$ cat config.mk
export PLATFORM = sky130hd
export DESIGN_NAME = pgs_strap_ctrl
export DESIGN_NICKNAME = d
export VERILOG_FILES = /design/src/rtl/pgs_pkg.sv /design/src/rtl/pgs_sync.sv /design/src/rtl/pgs_strap_latch.sv /design/src/rtl/pgs_enable_gate.sv /design/src/rtl/pgs_strap_ctrl.sv
export SDC_FILE = /design/constraint.sdc
export NUM_CORES = 1
export LEC_CHECK = 0
export BUFFER_PORTS_ARGS = -buffer_cell sky130_fd_sc_hd__buf_2
export CAP_MARGIN = 20
export CORE_ASPECT_RATIO = 1.75
export CORE_UTILIZATION = 50
export CTS_CLUSTER_SIZE = 16
export DETAILED_ROUTE_END_ITERATION = 10
export HOLD_SLACK_MARGIN = 0.03
export PLACE_DENSITY = 0.81
export SKIP_CTS_REPAIR_TIMING = 1
export SYNTH_ARGS = -nofsm -noshare
export SYNTH_HDL_FRONTEND = slang
export SYNTH_HIERARCHICAL = 1
export SYNTH_SLANG_ARGS = --single-unit
$ cat constraint.sdc
create_clock -name clk -period 2.4 [get_ports clk]
set_input_delay 0.12 -clock clk [delete_from_list [all_inputs] [get_ports clk]]
set_output_delay 0.12 -clock clk [all_outputs]
set_load 0.01 [all_outputs]
$ cat src/rtl/pgs_pkg.sv
`timescale 1ns/1ps
package pgs_pkg;
  localparam int NOUT      = 14;
  localparam int OI_CPU0   = 0;
  localparam int OI_CPU1   = 1;
  localparam int OI_PAIR   = 2;
  localparam int OI_SRC0   = 3;
  localparam int OI_PCI    = 11;
  localparam int NCR       = 4;

  localparam int NPIN      = 11 + NCR;
  localparam int PI_PG     = 0;
  localparam int PI_FSA    = 1;
  localparam int PI_TSEL   = 7;
  localparam int PI_TMODE  = 8;
  localparam int PI_CPUSTP = 9;
  localparam int PI_PCISTP = 10;
  localparam int PI_CR     = 11;

  typedef struct packed {
    logic       tsel;
    logic       ocdis;
    logic       src5;
    logic       itp;
    logic [2:0] fs;
  } straps_t;

  function automatic logic [2:0] freq_index(input logic [2:0] code);
    logic [2:0] idx;
    case (code)
      3'b101:  idx = 3'd0;
      3'b001:  idx = 3'd1;
      3'b011:  idx = 3'd2;
      3'b010:  idx = 3'd3;
      3'b000:  idx = 3'd4;
      3'b100:  idx = 3'd5;
      3'b110:  idx = 3'd6;
      default: idx = 3'd7;
    endcase
    return idx;
  endfunction
endpackage

$ cat src/rtl/pgs_sync.sv
`timescale 1ns/1ps
module pgs_sync #(
  parameter int W      = 1,
  parameter int STAGES = 2
) (
  input  logic         clk,
  input  logic         rst_n,
  input  logic [W-1:0] d,
  output logic [W-1:0] q
);
  logic [W-1:0] stg [STAGES];

  always_ff @(posedge clk or negedge rst_n) begin
    if (!rst_n) begin
      for (int s = 0; s < STAGES; s++) stg[s] <= '0;
    end else begin
      stg[0] <= d;
      for (int s = 1; s < STAGES; s++) stg[s] <= stg[s-1];
    end
  end

  assign q = stg[STAGES-1];
endmodule

$ cat src/rtl/pgs_strap_latch.sv
`timescale 1ns/1ps
module pgs_strap_latch
  import pgs_pkg::*;
(
  input  logic       clk,
  input  logic       rst_n,
  input  logic       pg_s,
  input  straps_t    straps_in,
  output logic       latched,
  output straps_t    straps_q,
  output logic [2:0] freq_idx,
  output logic       freq_rsvd
);
  logic    latched_nx;
  logic    capture;
  straps_t straps_nx;

  always_comb begin
    capture    = !latched && pg_s;
    latched_nx = latched || pg_s;
    straps_nx  = capture ? straps_in : straps_q;
  end

  always_ff @(posedge clk or negedge rst_n) begin
    if (!rst_n) begin
      latched  <= 1'b0;
      straps_q <= '0;
    end else begin
      latched  <= latched_nx;
      if (capture) straps_q <= straps_nx;
    end
  end

  assign freq_idx  = freq_index(straps_q.fs);
  assign freq_rsvd = (freq_idx == 3'd7);

  // once latched, the latch flag never drops before reset
  a_r2_latch_sticky: assert property (@(posedge clk) disable iff (!rst_n)
    latched |=> latched);
  // latched straps hold for the rest of the power cycle
  a_r2_straps_hold: assert property (@(posedge clk) disable iff (!rst_n)
    latched |=> $stable(straps_q));
endmodule

$ cat src/rtl/pgs_enable_gate.sv
`timescale 1ns/1ps
module pgs_enable_gate
  import pgs_pkg::*;
(
  input  logic            clk,
  input  logic            rst_n,
  input  logic            latched,
  input  logic            test_mode,
  input  logic            tmode_s,
  input  logic            pg_s,
  input  logic            src5,
  input  logic            itp,
  input  logic            cr_mode,
  input  logic            cpu_stop_n_s,
  input  logic            pci_stop_n_s,
  input  logic [NCR-1:0]  cr_n_s,
  input  logic [NOUT-1:0] out_low,
  output logic [NOUT-1:0] out_en,
  output logic            out_hiz,
  output logic            out_refn
);
  localparam int SRC1 = OI_SRC0 + 1;
  localparam int SRC2 = OI_SRC0 + 2;
  localparam int SRC3 = OI_SRC0 + 3;
  localparam int SRC4 = OI_SRC0 + 4;
  localparam int SRC5 = OI_SRC0 + 5;
  localparam int SRC6 = OI_SRC0 + 6;
  localparam int SRC7 = OI_SRC0 + 7;

  logic [NOUT-1:0] req;
  logic [NOUT-1:0] en_nx;
  logic            hiz_nx;
  logic            refn_nx;
  logic            pd;
  logic            cpu_stop;
  logic            pci_stop;

  assign pd       = !pg_s;
  assign cpu_stop = !src5 && !cpu_stop_n_s;
  assign pci_stop = !src5 && !pci_stop_n_s;

  always_comb begin
    req     = '0;
    hiz_nx  = 1'b0;
    refn_nx = 1'b0;
    if (!latched) begin
      req = '0;
    end else if (test_mode) begin
      if (tmode_s) begin
        req     = '1;
        refn_nx = 1'b1;
      end else begin
        hiz_nx  = 1'b1;
      end
    end else if (pd) begin
      req = '0;
    end else begin
      req = '1;
      if (!src5) req[SRC5] = 1'b0;
      if (cpu_stop) begin
        req[OI_CPU0] = 1'b0;
        req[OI_CPU1] = 1'b0;
        if (itp) req[OI_PAIR] = 1'b0;
      end
      if (pci_stop) req[OI_PCI] = 1'b0;
      if (cr_mode) begin
        req[SRC3] = 1'b0;
        req[SRC7] = 1'b0;
        if (!cr_n_s[0]) begin
          req[OI_SRC0] = 1'b0;
          req[SRC2]    = 1'b0;
        end
        if (!cr_n_s[1]) begin
          req[SRC1] = 1'b0;
          req[SRC4] = 1'b0;
        end
        if (!cr_n_s[2]) req[SRC6] = 1'b0;
        if (!cr_n_s[3] && !itp) req[OI_PAIR] = 1'b0;
      end
    end
  end

  genvar gi;
  generate
    for (gi = 0; gi < NOUT; gi++) begin : g_out
      assign en_nx[gi] = out_low[gi] ? req[gi] : out_en[gi];

      // an enable only moves at a low boundary of its clock
      a_r9_hold_until_low: assert property (@(posedge clk) disable iff (!rst_n)
        !out_low[gi] |=> $stable(out_en[gi]));
      // power-down drives each enable off at its next low boundary
      a_r4_pd_forces_off: assert property (@(posedge clk) disable iff (!rst_n)
        (latched && !test_mode && pd && out_low[gi]) |=> !out_en[gi]);
    end
  endgenerate

  always_ff @(posedge clk or negedge rst_n) begin
    if (!rst_n) begin
      out_en   <= '0;
      out_hiz  <= 1'b0;
      out_refn <= 1'b0;
    end else begin
      out_en   <= en_nx;
      out_hiz  <= hiz_nx;
      out_refn <= refn_nx;
    end
  end

  // nothing is enabled or floated before the straps are latched
  a_r1_idle_before_latch: assert property (@(posedge clk) disable iff (!rst_n)
    !latched |=> (out_en == '0) && !out_hiz && !out_refn);
  // with the shared pins used as stop inputs, SRC5 is turned off
  a_r6_src5_off_in_stop_mode: assert property (@(posedge clk) disable iff (!rst_n)
    (latched && !test_mode && !src5 && out_low[SRC5]) |=> !out_en[SRC5]);
endmodule

$ cat src/rtl/pgs_strap_ctrl.sv
`timescale 1ns/1ps
module pgs_strap_ctrl
  import pgs_pkg::*;
#(
  parameter int SYNC_STAGES = 2
) (
  input  logic            clk,
  input  logic            rst_n,
  input  logic            pg_pd,
  input  logic            fs_a,
  input  logic            fs_b,
  input  logic            fs_c,
  input  logic            itp_strap,
  input  logic            src5_strap,
  input  logic            ocdis_strap,
  input  logic            tsel_strap,
  input  logic            tmode,
  input  logic            cpu_stop_n,
  input  logic            pci_stop_n,
  input  logic [3:0]      cr_n,
  input  logic            cr_mode,
  input  logic [13:0]     out_low,
  output logic [13:0]     out_en,
  output logic            out_hiz,
  output logic            out_refn,
  output logic [2:0]      freq_idx,
  output logic            freq_rsvd,
  output logic            src5_mode,
  output logic            itp_mode,
  output logic [7:0]      strap_status
);
  logic [NPIN-1:0] pins_raw;
  logic [NPIN-1:0] pins_s;
  straps_t         straps_in;
  straps_t         straps_q;
  logic            latched;

  assign pins_raw = {cr_n, pci_stop_n, cpu_stop_n, tmode, tsel_strap, ocdis_strap,
                     src5_strap, itp_strap, fs_c, fs_b, fs_a, pg_pd};

  pgs_sync #(.W(NPIN), .STAGES(SYNC_STAGES)) u_sync (
    .clk   (clk),
    .rst_n (rst_n),
    .d     (pins_raw),
    .q     (pins_s)
  );

  assign straps_in = straps_t'(pins_s[PI_TSEL:PI_FSA]);

  pgs_strap_latch u_latch (
    .clk       (clk),
    .rst_n     (rst_n),
    .pg_s      (pins_s[PI_PG]),
    .straps_in (straps_in),
    .latched   (latched),
    .straps_q  (straps_q),
    .freq_idx  (freq_idx),
    .freq_rsvd (freq_rsvd)
  );

  pgs_enable_gate u_gate (
    .clk          (clk),
    .rst_n        (rst_n),
    .latched      (latched),
    .test_mode    (straps_q.tsel),
    .tmode_s      (pins_s[PI_TMODE]),
    .pg_s         (pins_s[PI_PG]),
    .src5         (straps_q.src5),
    .itp          (straps_q.itp),
    .cr_mode      (cr_mode),
    .cpu_stop_n_s (pins_s[PI_CPUSTP]),
    .pci_stop_n_s (pins_s[PI_PCISTP]),
    .cr_n_s       (pins_s[PI_CR +: NCR]),
    .out_low      (out_low),
    .out_en       (out_en),
    .out_hiz      (out_hiz),
    .out_refn     (out_refn)
  );

  assign src5_mode    = straps_q.src5;
  assign itp_mode     = straps_q.itp;
  assign strap_status = {latched, straps_q};
endmodule

==> results.txt <==
Measured slew at the worst slew-check pin - 0.5069 ns
Syn_nets - 177
R2R Path End - u_gate/out_en[2]
Tightest Hold Check Type - primary input to flip-flop
Initial core utilization - 0.5190
Rel. slew slack - 0.6620
DR pass1 iterations - 4
Mean post-synth cell area - 13.70 um^2
Die W - 49.65 um
RSZ-0062 raised after global routing - no
Ranking of synthesized cells by area - dfrtp_1 (68%), buf_4 (6.8%), mux2_4 (6.8%), o22ai_1 (3.5%), inv_1 (2.3%)
Final slew viol count - 0
CTS Root Cell - clkbuf_8
Num rows - 30
Total congestion overflow - 0
Post-DP HPWL - 2.248 mm
Critical path arrival - 1.66 ns
Crit path kind - flip-flop to flip-flop
Crit path time final - 1.456 ns
CTS clock-pin slew for the worst setup and hold paths - 0.10 ns
Final period util - 0.6067
Max_cap viols - 0
Core ar. - 3829 um^2
Post-route insts no fill - 269
Power Density - 710.0 nW/um^2
RR Startpoint - u_latch/latched
Routed Antenna Nets - 0
Crit path launch - u_latch/latched
Post-Syn Area - 1987 um^2
Register area share after synthesis - 0.6801
Placement Cell Area - 2202 um^2
Initial antenna violation count - 0
Largest net degree at the start of global routing - 25
Fraction of layout cells with a size suffix above 1 - 0.3891
Dpl cells - 234
R2r setup slk - 0.94 ns
Status - finished clean
Setup crit end - u_gate/out_en[2]
Clock sink total - 54
DRT iter0 DRCs - 9
All-layer global routing usage - 0.1560
Lkg Pwr - 1.296 nW
Number of global-route vias before repair - 1147
Synth area leader - dfrtp_1
Ys Warns - 6
Routability cong. - 0.7836
CP Capture Type - flip-flop
# DRC - 0
Area grow syn2layout - 29.16%
Max Clk Rate - 686.8 MHz
Clk_skew - 0.008023 ns
I/O Pins - 62
Vias post-DR - 1255
Flop and latch count out of synthesis - 54
NumNets Final - 252
TritonCTS buffer count - 5
Data required, critical path - 2.61 ns
Port-buffer cells - 61
Yosys top cell area share - 0.6801
WL/cell - 11.83 um
CTS max path bufs - 2
Clk_lat worst skew - 0.30 ns
Post-route cell area - 2566 um^2
First-pass GRT wire length - 4.850 mm
Startpoint types - flip-flop
Setup TNS - 0 ns
Antenna Cells - 0
Setup violators final - 0
Synth unique cells - 24
Worst reg2reg path depth - 3
Cell count after synthesis - 145
Final hold violation count - 0
Final wirelength - 3.182 mm
Die span in y - 85.39 um
H-tree levels - 2
Average via count per standard cell - 4.665
CTS tree - yes
Max rail drop VDD - 0.0006441 V
Critical path peak fanout - 16
Total Die Area - 4240 um^2
-- worst min-delay path by stage --
stage / startpoint / endpoint / slack (ns) / cells after the start
4_1_cts: rst_n / u_gate/out_en[12] / -0.22 / 1
6_report: out_low[13] / u_gate/out_en[13] / 0.07 / 2
5_1_grt: out_low[12] / u_gate/out_en[12] / 0.05 / 2
3_5_place_dp: rst_n / u_sync/stg[26] / 0.12 / 1
3_3_place_gp: rst_n / u_sync/stg[27] / 0.11 / 1
2_1_floorplan: rst_n / u_gate/out_en[0] / -0.18 / 0
-- synth_stat cells, drive strengths merged --
cell    number
dfrtp       54
buf         20
inv         12
o22ai       11
mux2        10
nand2       10
a21oi        5
o21ai        3
and3         2
clkbuf       2
nand2b       2
nor2         2
nor2b        2
o31ai        2
or2          2
xnor2        2
a41o         1
and2         1
nor3b        1
o21a         1
-- power breakdown --
group	internal, mW	switching [mW]
registers	0.984	0.0430
clock network	0.211	0.291
logic	0.159	0.134
-- layout by cell type, fill, tap and decap left out, types with 2 or more instances in the layout --
master / Yosys / final
dfrtp_1: 54 / 54
dlygate4sd3_1: 0 / 27
nor2_1: 2 / 2
mux2_4: 9 / 9
or2_2: 2 / 2
o21ai_0: 3 / 3
o31ai_1: 2 / 2
nand2b_1: 2 / 2
nand2_1: 10 / 10
xnor2_1: 2 / 2
buf_4: 18 / 2
buf_2: 0 / 61
o22ai_1: 11 / 11
clkbuf_8: 0 / 5
a21oi_1: 5 / 5
inv_1: 12 / 12
-- layer usage --
layer | track usage | share of wire
met5 | 0 | 0
met4 | 0.07013 | 0.017
met3 | 0.05376 | 0.041
met2 | 0.2641 | 0.57
met1 | 0.1734 | 0.37
-- state kept, by name, indices dropped and copies added, names as in the netlist --
register / cells
u_latch/latched: 1
u_gate/out_hiz: 1
u_latch/straps_q: 7
u_gate/out_refn: 1
u_gate/out_en: 14
u_sync/q: 15
u_sync/stg: 15
-- worst max-delay path, stage by stage (launching register included) --
cell	delay (ns)
dfrtp_1	0.57
and3_2	0.32
mux2_2	0.27
a41o_1	0.19
-- through the flow --
| stage | hold WS, ns | power, mW | utilization | setup WS [ns] |
|---|---|---|---|---|
| 6_report | 0.07023 | 1.822 | 0.6703 | 0.9439 |
| 5_1_grt | 0.04980 | 1.928 | 0.6703 | 0.8847 |
| 4_1_cts | -0.2231 | 1.815 | 0.5997 | 0.9460 |
| 3_5_place_dp | 0.1234 | 1.310 | 0.5752 | 0.9613 |
| 3_3_place_gp | 0.1101 | 1.298 | 0.5752 | 0.9906 |
| 2_1_floorplan | -0.1756 | 1.200 | - | 1.126 |
-- kinds of logic after synthesis --
group	synth area share
and+or+nand+nor	0.06046
buffers and inverters	0.1058
xor gates and xnor gates	0.008818
AOI/OAI and AO/OA	0.07116
muxes	0.07368
DFF	0.6801
-- final cells by class --
type                    instances  area (um^2)
multi-input cells              57        425.4
fillers                       300         1262
clock inverters                 3        25.02
well taps                      48        60.06
inverters                      12        45.04
repair buffers                 90        590.6
clock buffers                   5        68.82
flip-flops and latches         54         1351
(Power assumes the default switching activity.)
